===== src/rtl/serial_rx_buf.sv =====
module serial_rx_buf #(
  parameter int DIV_W    = 8,
  parameter int FAST_OVS = 16,
  parameter int SLOW_OVS = 64
) (
  input  logic             clk,
  input  logic             rst_n,
  input  logic             rx_i,
  input  logic [DIV_W-1:0] divisor_i,
  input  logic             fast_i,
  input  logic             port_en_i,
  input  logic             rx_en_i,
  input  logic             sync_mode_i,
  input  logic             word9_i,
  input  logic             pop_i,
  output logic [7:0]       data_o,
  output logic             bit9_o,
  output logic             ferr_o,
  output logic             ovr_o,
  output logic             irq_o
);
  localparam int SW = $clog2(SLOW_OVS);
  localparam int EW = 11;

  typedef enum logic [1:0] {IDLE, START, DATA, STOP} st_t;
  st_t state;

  logic [1:0]       sync;
  logic             rx_prev;
  logic [DIV_W-1:0] dcnt;
  logic [SW-1:0]    stick;
  logic [1:0]       samp;
  logic [3:0]       bitn;
  logic [8:0]       sh;
  logic [EW-1:0]    mem [2];
  logic             wp, rp;
  logic [1:0]       cnt;

  wire rxs  = sync[1];
  wire run  = port_en_i & rx_en_i & ~sync_mode_i;
  wire tick = (dcnt == divisor_i);
  wire [SW-1:0] last = fast_i ? SW'(FAST_OVS - 1) : SW'(SLOW_OVS - 1);
  wire [SW-1:0] half = fast_i ? SW'(FAST_OVS / 2) : SW'(SLOW_OVS / 2);
  wire maj    = (samp[1] & samp[0]) | (samp[1] & rxs) | (samp[0] & rxs);
  wire decide = tick && (stick == half + SW'(1));
  wire [3:0] nlast = word9_i ? 4'd8 : 4'd7;

  wire done   = run && state == STOP && decide;
  wire full   = (cnt == 2'd2);
  wire push   = done && !ovr_o && !full;
  wire do_pop = pop_i && cnt != 2'd0;
  wire [EW-1:0] word = word9_i ? {~maj, sh[8], sh[7:0]} : {~maj, 1'b0, sh[8:1]};

  assign {ferr_o, bit9_o, data_o} = mem[rp];
  assign irq_o = (cnt != 2'd0);

  always_ff @(posedge clk or negedge rst_n) begin
    if (!rst_n) begin
      sync    <= 2'b11;
      rx_prev <= 1'b1;
    end else begin
      sync    <= {sync[0], rx_i};
      rx_prev <= rxs;
    end
  end

  always_ff @(posedge clk or negedge rst_n) begin
    if (!rst_n)                       dcnt <= '0;
    else if (!run || state == IDLE)   dcnt <= '0;
    else                              dcnt <= tick ? '0 : dcnt + DIV_W'(1);
  end

  always_ff @(posedge clk or negedge rst_n) begin
    if (!rst_n) begin
      state <= IDLE;
      stick <= '0;
      samp  <= 2'b11;
      bitn  <= '0;
      sh    <= '0;
    end else if (!run) begin
      state <= IDLE;
    end else if (state == IDLE) begin
      if (rx_prev && !rxs) begin
        state <= START;
        stick <= '0;
      end
    end else if (tick) begin
      if (stick == half - SW'(1) || stick == half) samp <= {samp[0], rxs};
      if (decide) begin
        case (state)
          START:   if (maj) state <= IDLE;
          DATA:    sh <= {maj, sh[8:1]};
          default: state <= IDLE;
        endcase
      end
      if (stick == last) begin
        stick <= '0;
        if (state == START) begin
          state <= DATA;
          bitn  <= '0;
        end else if (state == DATA) begin
          if (bitn == nlast) state <= STOP;
          else               bitn  <= bitn + 4'd1;
        end
      end else begin
        stick <= stick + SW'(1);
      end
    end
  end

  always_ff @(posedge clk or negedge rst_n) begin
    if (!rst_n) begin
      wp  <= 1'b0;
      rp  <= 1'b0;
      cnt <= '0;
      mem[0] <= '0;
      mem[1] <= '0;
    end else begin
      if (push) begin
        mem[wp] <= word;
        wp      <= ~wp;
      end
      if (do_pop) rp <= ~rp;
      cnt <= cnt + {1'b0, push} - {1'b0, do_pop};
    end
  end

  always_ff @(posedge clk or negedge rst_n) begin
    if (!rst_n)                        ovr_o <= 1'b0;
    else if (!rx_en_i)                 ovr_o <= 1'b0;
    else if (done && full)             ovr_o <= 1'b1;
  end
endmodule


===== config.mk =====
export PLATFORM = sky130hd
export DESIGN_NAME = serial_rx_buf
export DESIGN_NICKNAME = d
export VERILOG_FILES = /design/src/rtl/serial_rx_buf.sv
export SDC_FILE = /design/constraint.sdc
export NUM_CORES = 1
export LEC_CHECK = 0
export ABC_AREA = 1
export BUFFER_PORTS_ARGS = -buffer_cell sky130_fd_sc_hd__buf_2
export CORE_UTILIZATION = 45
export DETAILED_ROUTE_END_ITERATION = 7
export HOLD_SLACK_MARGIN = 0.15
export PLACE_DENSITY = 0.7
export SLEW_MARGIN = 20
export SYNTH_ARGS = -nofsm -noshare
export SYNTH_HDL_FRONTEND = slang
export SYNTH_SLANG_ARGS = --single-unit

===== constraint.sdc =====
create_clock -name clk -period 2.93 [get_ports clk]
set_input_delay 0.293 -clock clk [delete_from_list [all_inputs] [get_ports clk]]
set_output_delay 0.293 -clock clk [all_outputs]
set_load 0.05 [all_outputs]

# After elaboration in Yosys (flattened, before gate mapping)
# Index checks and enable logic that the tools add are counted.
# Widths: inputs -> output; s select.
[classes] bitwise=14 n_mul=0 mux=32 addsub=7 reduce_logical=24 div_mod_pow=0 eq_ne=15 shift=0 magnitude_cmp=3
[ops] op="$mux 6" count=6
[ops] op="$mux 10" count=3
[ops] op="$eq 6x6->1" count=4
[ops] op="$bwmux 22" count=1
[ops] op="$mux 2" count=10
[ops] op="$mux 4" count=4
[ops] op="$mux 8" count=2
[ops] op="$add 6x1->6 const B" count=2
[ops] op="$demux 11 s1" count=1
[ops] op="$mux 11" count=1
[ops] op="$logic_and 1x1->1" count=9
[ops] op="$mux 9" count=1
[ops] op="$add 8x1->8 const B" count=1
[ops] op="$eq 8x8->1" count=1
[ops] op="$eq 2x2->1 const B" count=3
[ops] op="$reduce_and 6->1" count=1
[ops] op="$reduce_bool 2->1" count=3
[ops] op="$sub 6x1->6 const B" count=1
[ops] op="$and 1x1->1" count=5
[ops] op="$not 1->1" count=5
[ops] op="$reduce_and 5->1" count=1
[ops] op="$add 4x1->4 const B" count=1
[ops] op="$eq 4x4->1" count=1
[ops] op="$ge 2x2->1 const B" count=2
[ops] op="other kinds (18)" count=26
[word_totals] rom_bits=0 word_cells=109 latchBits=0 mem_bits_rw=0 out_inout_bits=12 ff_bits=61 inputBits=17 memories=0

# Depth between registers and ports, before layout
[depth] depth_word=13 mapped_depth=15 mapped_depth_nobuf=14

# Worst setup path after synthesis
# OpenSTA, ideal clock, no wires.
[synth_path] path_type="reg2reg" from="register stick[3]" to="register cnt[1]" path_stages_with_launch=13 period_less_slack_ns=2.188 t_arrival_ns=2.060 slack_ns=0.742 setup_ns=0.129 t_required_ns=2.801 path_buffers=1 path_cell_list="dfrtp_1 -> xnor2_1 -> nand3_1 -> nor2_4 -> nand2_2 -> nor2_4 -> buf_6 -> nand2_1 -> ha_1 -> inv_1 -> ha_1 -> xnor2_1 -> xor2_1"
[synth_via] elab_chain_cells=7
[synth_lines] item="start, declared" line_no="31" text="logic [SW-1:0] stick;"
[synth_lines] item="start signal, assigned" line_no="106" text="stick <= stick + SW'(1);"
[synth_lines] item="$eq 6x6->1" line_no="45" text="wire decide = tick && (stick == half + SW'(1));"
[synth_lines] item="$logic_and 1x1->1" line_no="45"
[synth_lines] item="$logic_and 1x1->1" line_no="48" text="wire done = run && state == STOP && decide;"
[synth_lines] item="$logic_and 1x1->1 (2 in series)" line_no="50" text="wire push = done && !ovr_o && !full;"
[synth_lines] item="$add 2x1->2" line_no="124" text="cnt <= cnt + {1'b0, push} - {1'b0, do_pop};"
[synth_lines] item="$sub 2x1->2" line_no="124"
[synth_lines] item="end signal, assigned" line_no="124"
[synth_lines] item="end, declared" line_no="37" text="logic [1:0] cnt;"
# Every way passes these cells.
# A chain may end at the register's enable or synchronous reset.

# Worst setup path after layout
# Same ends and word-level chain as after synthesis.

==> flow_metrics.py <==
metrics = {
    "sta": {
        "finalSetupViolCount": 0,
        "hold_ws_ns": 0.210,
        "rsz0062_at_grt": "false",
        "period_share": 0.736,
        "finalCriticalPeriod_ns": 2.16,
        "fin_skew_ns": 0.0100,
        "max_slew.worst_pin.slew_ns": 0.497,
        "final.setup.tns_ns": 0,
        "fin_ws_ns": 0.775,
        "slew_violations": 0,
        "slew_headroom": 0.668,
        "fmax_mhz": 464,
        "hold_viol_final": 0,
    },
    "worst_setup_path": {
        "startpoint": "stick[3]",
        "reg2reg_depth": 11,
        "r2r-end": "cnt[1]",
        "cp.arrival_ns": 2.42,
        "worstSetupEndpoint": "cnt[1]",
        "crit_required_ns": 3.20,
        "start_kind": "flip-flop",
        "r2r_slack_ns": 0.77,
        "r2r-start": "stick[3]",
        "critPathMaxFanout": 5,
        "cp-end-kind": "flip-flop",
        "critical_path_class": "reg2reg",
    },
    "die": {
        "initial_core_util": 0.474,
        "die_y_um": 87.3,
        "num_rows": 30,
        "pin_count": 29,
        "die_area_mm2": 0.00762,
        "die_x_um": 87.3,
        "core_area_mm2": 0.00691,
    },
    "finish": {
        "fin_area_mm2": 0.00371,
        "layout_common_cells": "153 x nand2_1, 54 x dfrtp_1, 45 x inv_1",
        "final_common_cell": "nand2_1",
        "fillCellCount": 687,
        "antenna_cells": 0,
        "nNetsFinal": 484,
        "area_growth_syn_to_layout_pct": 13.4,
        "drive_gt1_frac": 0.157,
    },
    "route": {
        "drtIter0Drc": 131,
        "num_vias": 2749,
        "first_pass_iters": 4,
        "vias_per_cell": 4.95,
        "drtAntennaViolNets": 0,
        "routedWlPerCell_um": 11.4,
        "routed_wl_um": 6310,
        "drc_errors": 0,
    },
    "grt": {
        "grt-ovfl-total": 0,
        "grt_max_degree": 39,
        "first_global_vias": 2623,
        "grt_pass1_wl_um": 11200,
        "antenna_found_initial": 0,
        "grt_usage": 0.190,
    },
    "synthesis": {
        "synth-compound-area-share": 0.0597,
        "synth.mux.area_fraction": 0,
        "yosysTopAreaCell": "dfrtp_1",
        "synth.area.top_cells": "dfrtp_1 41%, nand2_1 18%, inv_1 5.2%",
        "synth_top_family_by_area": "simple AND/OR/NAND/NOR gates",
        "syn_avg_cell_area_um2": 7.72,
        "synth-simple-area-share": 0.334,
        "syn-instance-count": 424,
        "syn-cell-area_mm2": 0.00327,
        "synth_fa_ha_area_frac": 0.0459,
        "yosysWarnings": 0,
        "yosysSeqAreaShare": 0.453,
        "postSynthNetCount": 453,
        "synth_top_area_frac": 0.413,
        "synth-xor-area-share": 0.0241,
        "synth-seq-cells": 59,
        "yosysUniqueCellTypes": 33,
    },
    "placement": {
        "preCtsSetupSlack_ns": 0.750,
        "portBuffers": 28,
        "placed_area_mm2": 0.00347,
        "gp_congestion": 0.862,
        "dp_hpwl_um": 4540,
    },
    "power_and_ir_drop": {
        "p_int_w": 0.00143,
        "clkPwrFrac": 0.409,
        "total_leakage_power_nw": 1.92,
        "power_frac_comb": 0.138,
        "p_per_area_mw_per_mm2": 533,
        "p_sw_frac": 0.278,
        "p_sw_w": 0.000550,
        "vdd_ir_drop_max_uv": 355,
        "seqPwrFrac": 0.453,
    },
    "clock_tree": {
        "clk_pin_slew_worst_paths_ns": 0.07,
        "cts_setup_buffers": 0,
        "ctsHtreeMaxLevel": 3,
        "clk_path_buf_depth": 2,
        "root_buffer": "clkbuf_8",
        "clock_sinks": 59,
        "tritoncts": "built",
        "ctsResizeCount": 0,
        "clock_latency_ns": 0.34,
        "cts_buffers": 9,
    },
    "flow_run": {
        "drv_cap": 0,
    },
    "min_path": {
        "hp-class": "in2reg",
    },
    "status": {
        "status": "finished clean",
    },
}
[synth_stat cells (all sizes together)]
cell / n
a21oi: 7
a31oi: 1
buf: 6
clkbuf: 7
clkinv: 1
dfrtp: 54
dfstp: 5
ha: 12
inv: 50
nand2: 157
nand3: 21
nand4: 21
nor2: 31
nor3: 6
nor3b: 3
nor4: 1
o21ai: 27
o31ai: 2
or2: 3
xnor2: 2
xor2: 7
[registers in the layout, summed over array words and instances (netlist names)]
signal and cells:
stick 6, state 2, bitn 4, cnt 2, mem 20, sync 2, sh 9, wp 1
rp 1, samp 2, dcnt 8, ovr_o 1, rx_prev 1
[layout make-up]
class | count | area (µm²) | share of cell area
Timing Repair Buffer | 33 | 183 | 0.0492
Clock buffer | 10 | 138 | 0.0371
Tap cell | 96 | 120 | 0.0324
Clock inverter | 5 | 77.6 | 0.0209
Sequential cell | 59 | 1480 | 0.400
Inverter | 51 | 191 | 0.0516
Multi-Input combinational cell | 301 | 1520 | 0.409
[power groups by stage]
| stage | Sequential, W | Clock [W] | Combinational [W] |
|---|---|---|---|
| global placement | 0.000910 | 0 | 0.000263 |
| CTS | 0.000897 | 0.000827 | 0.000274 |
| floorplan | 0.000885 | 0 | 0.000211 |
| global route | 0.000902 | 0.000857 | 0.000309 |
| detailed placement | 0.000912 | 0 | 0.000271 |
| finish | 0.000896 | 0.000809 | 0.000272 |
[worst max-delay path: stages (launching register included)]
cell	delay [ns]
dfrtp_1	0.42
xnor2_1	0.25
nand3_1	0.16
nor2_4	0.19
nand2_2	0.09
nor2_4	0.08
nand2_1	0.07
ha_1	0.28
inv_1	0.04
ha_1	0.18
xnor2_1	0.17
xor2_1	0.16
[what timing repair did]
item | CTS | global route
endpoints found under the setup margin | 0 | 0
hold buffers | 2 | 0
endpoints found under the hold margin | 17 | 0
[through the flow]
step	power, W	util	cells
5_1_grt	0.00207	0.537	555
4_1_cts	0.00200	0.537	555
3_3_place_gp	0.00117	0.503	538
6_report	0.00198	0.537	555
3_5_place_dp	0.00118	0.503	538
2_1_floorplan	0.00110	-	424
[kinds of logic (layout without fill, tap and decap cells)]
group	count (synthesis)	after routing
AO/OA/AOI/OAI	37	37
buffers and inverters	64	99
flip-flops	59	59
XOR/XNOR	9	9
adder cells (fa/ha/maj)	12	12
AND/OR/NAND/NOR	243	243
[metal layers]
layer,track usage,up-vias,wire (µm)
met5,0,-,0
met4,0.0641,0,85
met3,0.0512,8,236
met2,0.330,47,3080
met1,0.228,1292,2900
li1,-,1402,-
[worst min path at each step]
stage	startpoint	end	depth (start not counted)
floorplan	rst_n	bitn[0]	0
finish	rx_en_i	ovr_o	3
global route	rx_en_i	ovr_o	3
CTS	rx_en_i	ovr_o	3
global placement	rst_n	stick[1]	1
detailed placement	rst_n	stick[1]	1
(Power assumes the default switching activity.)
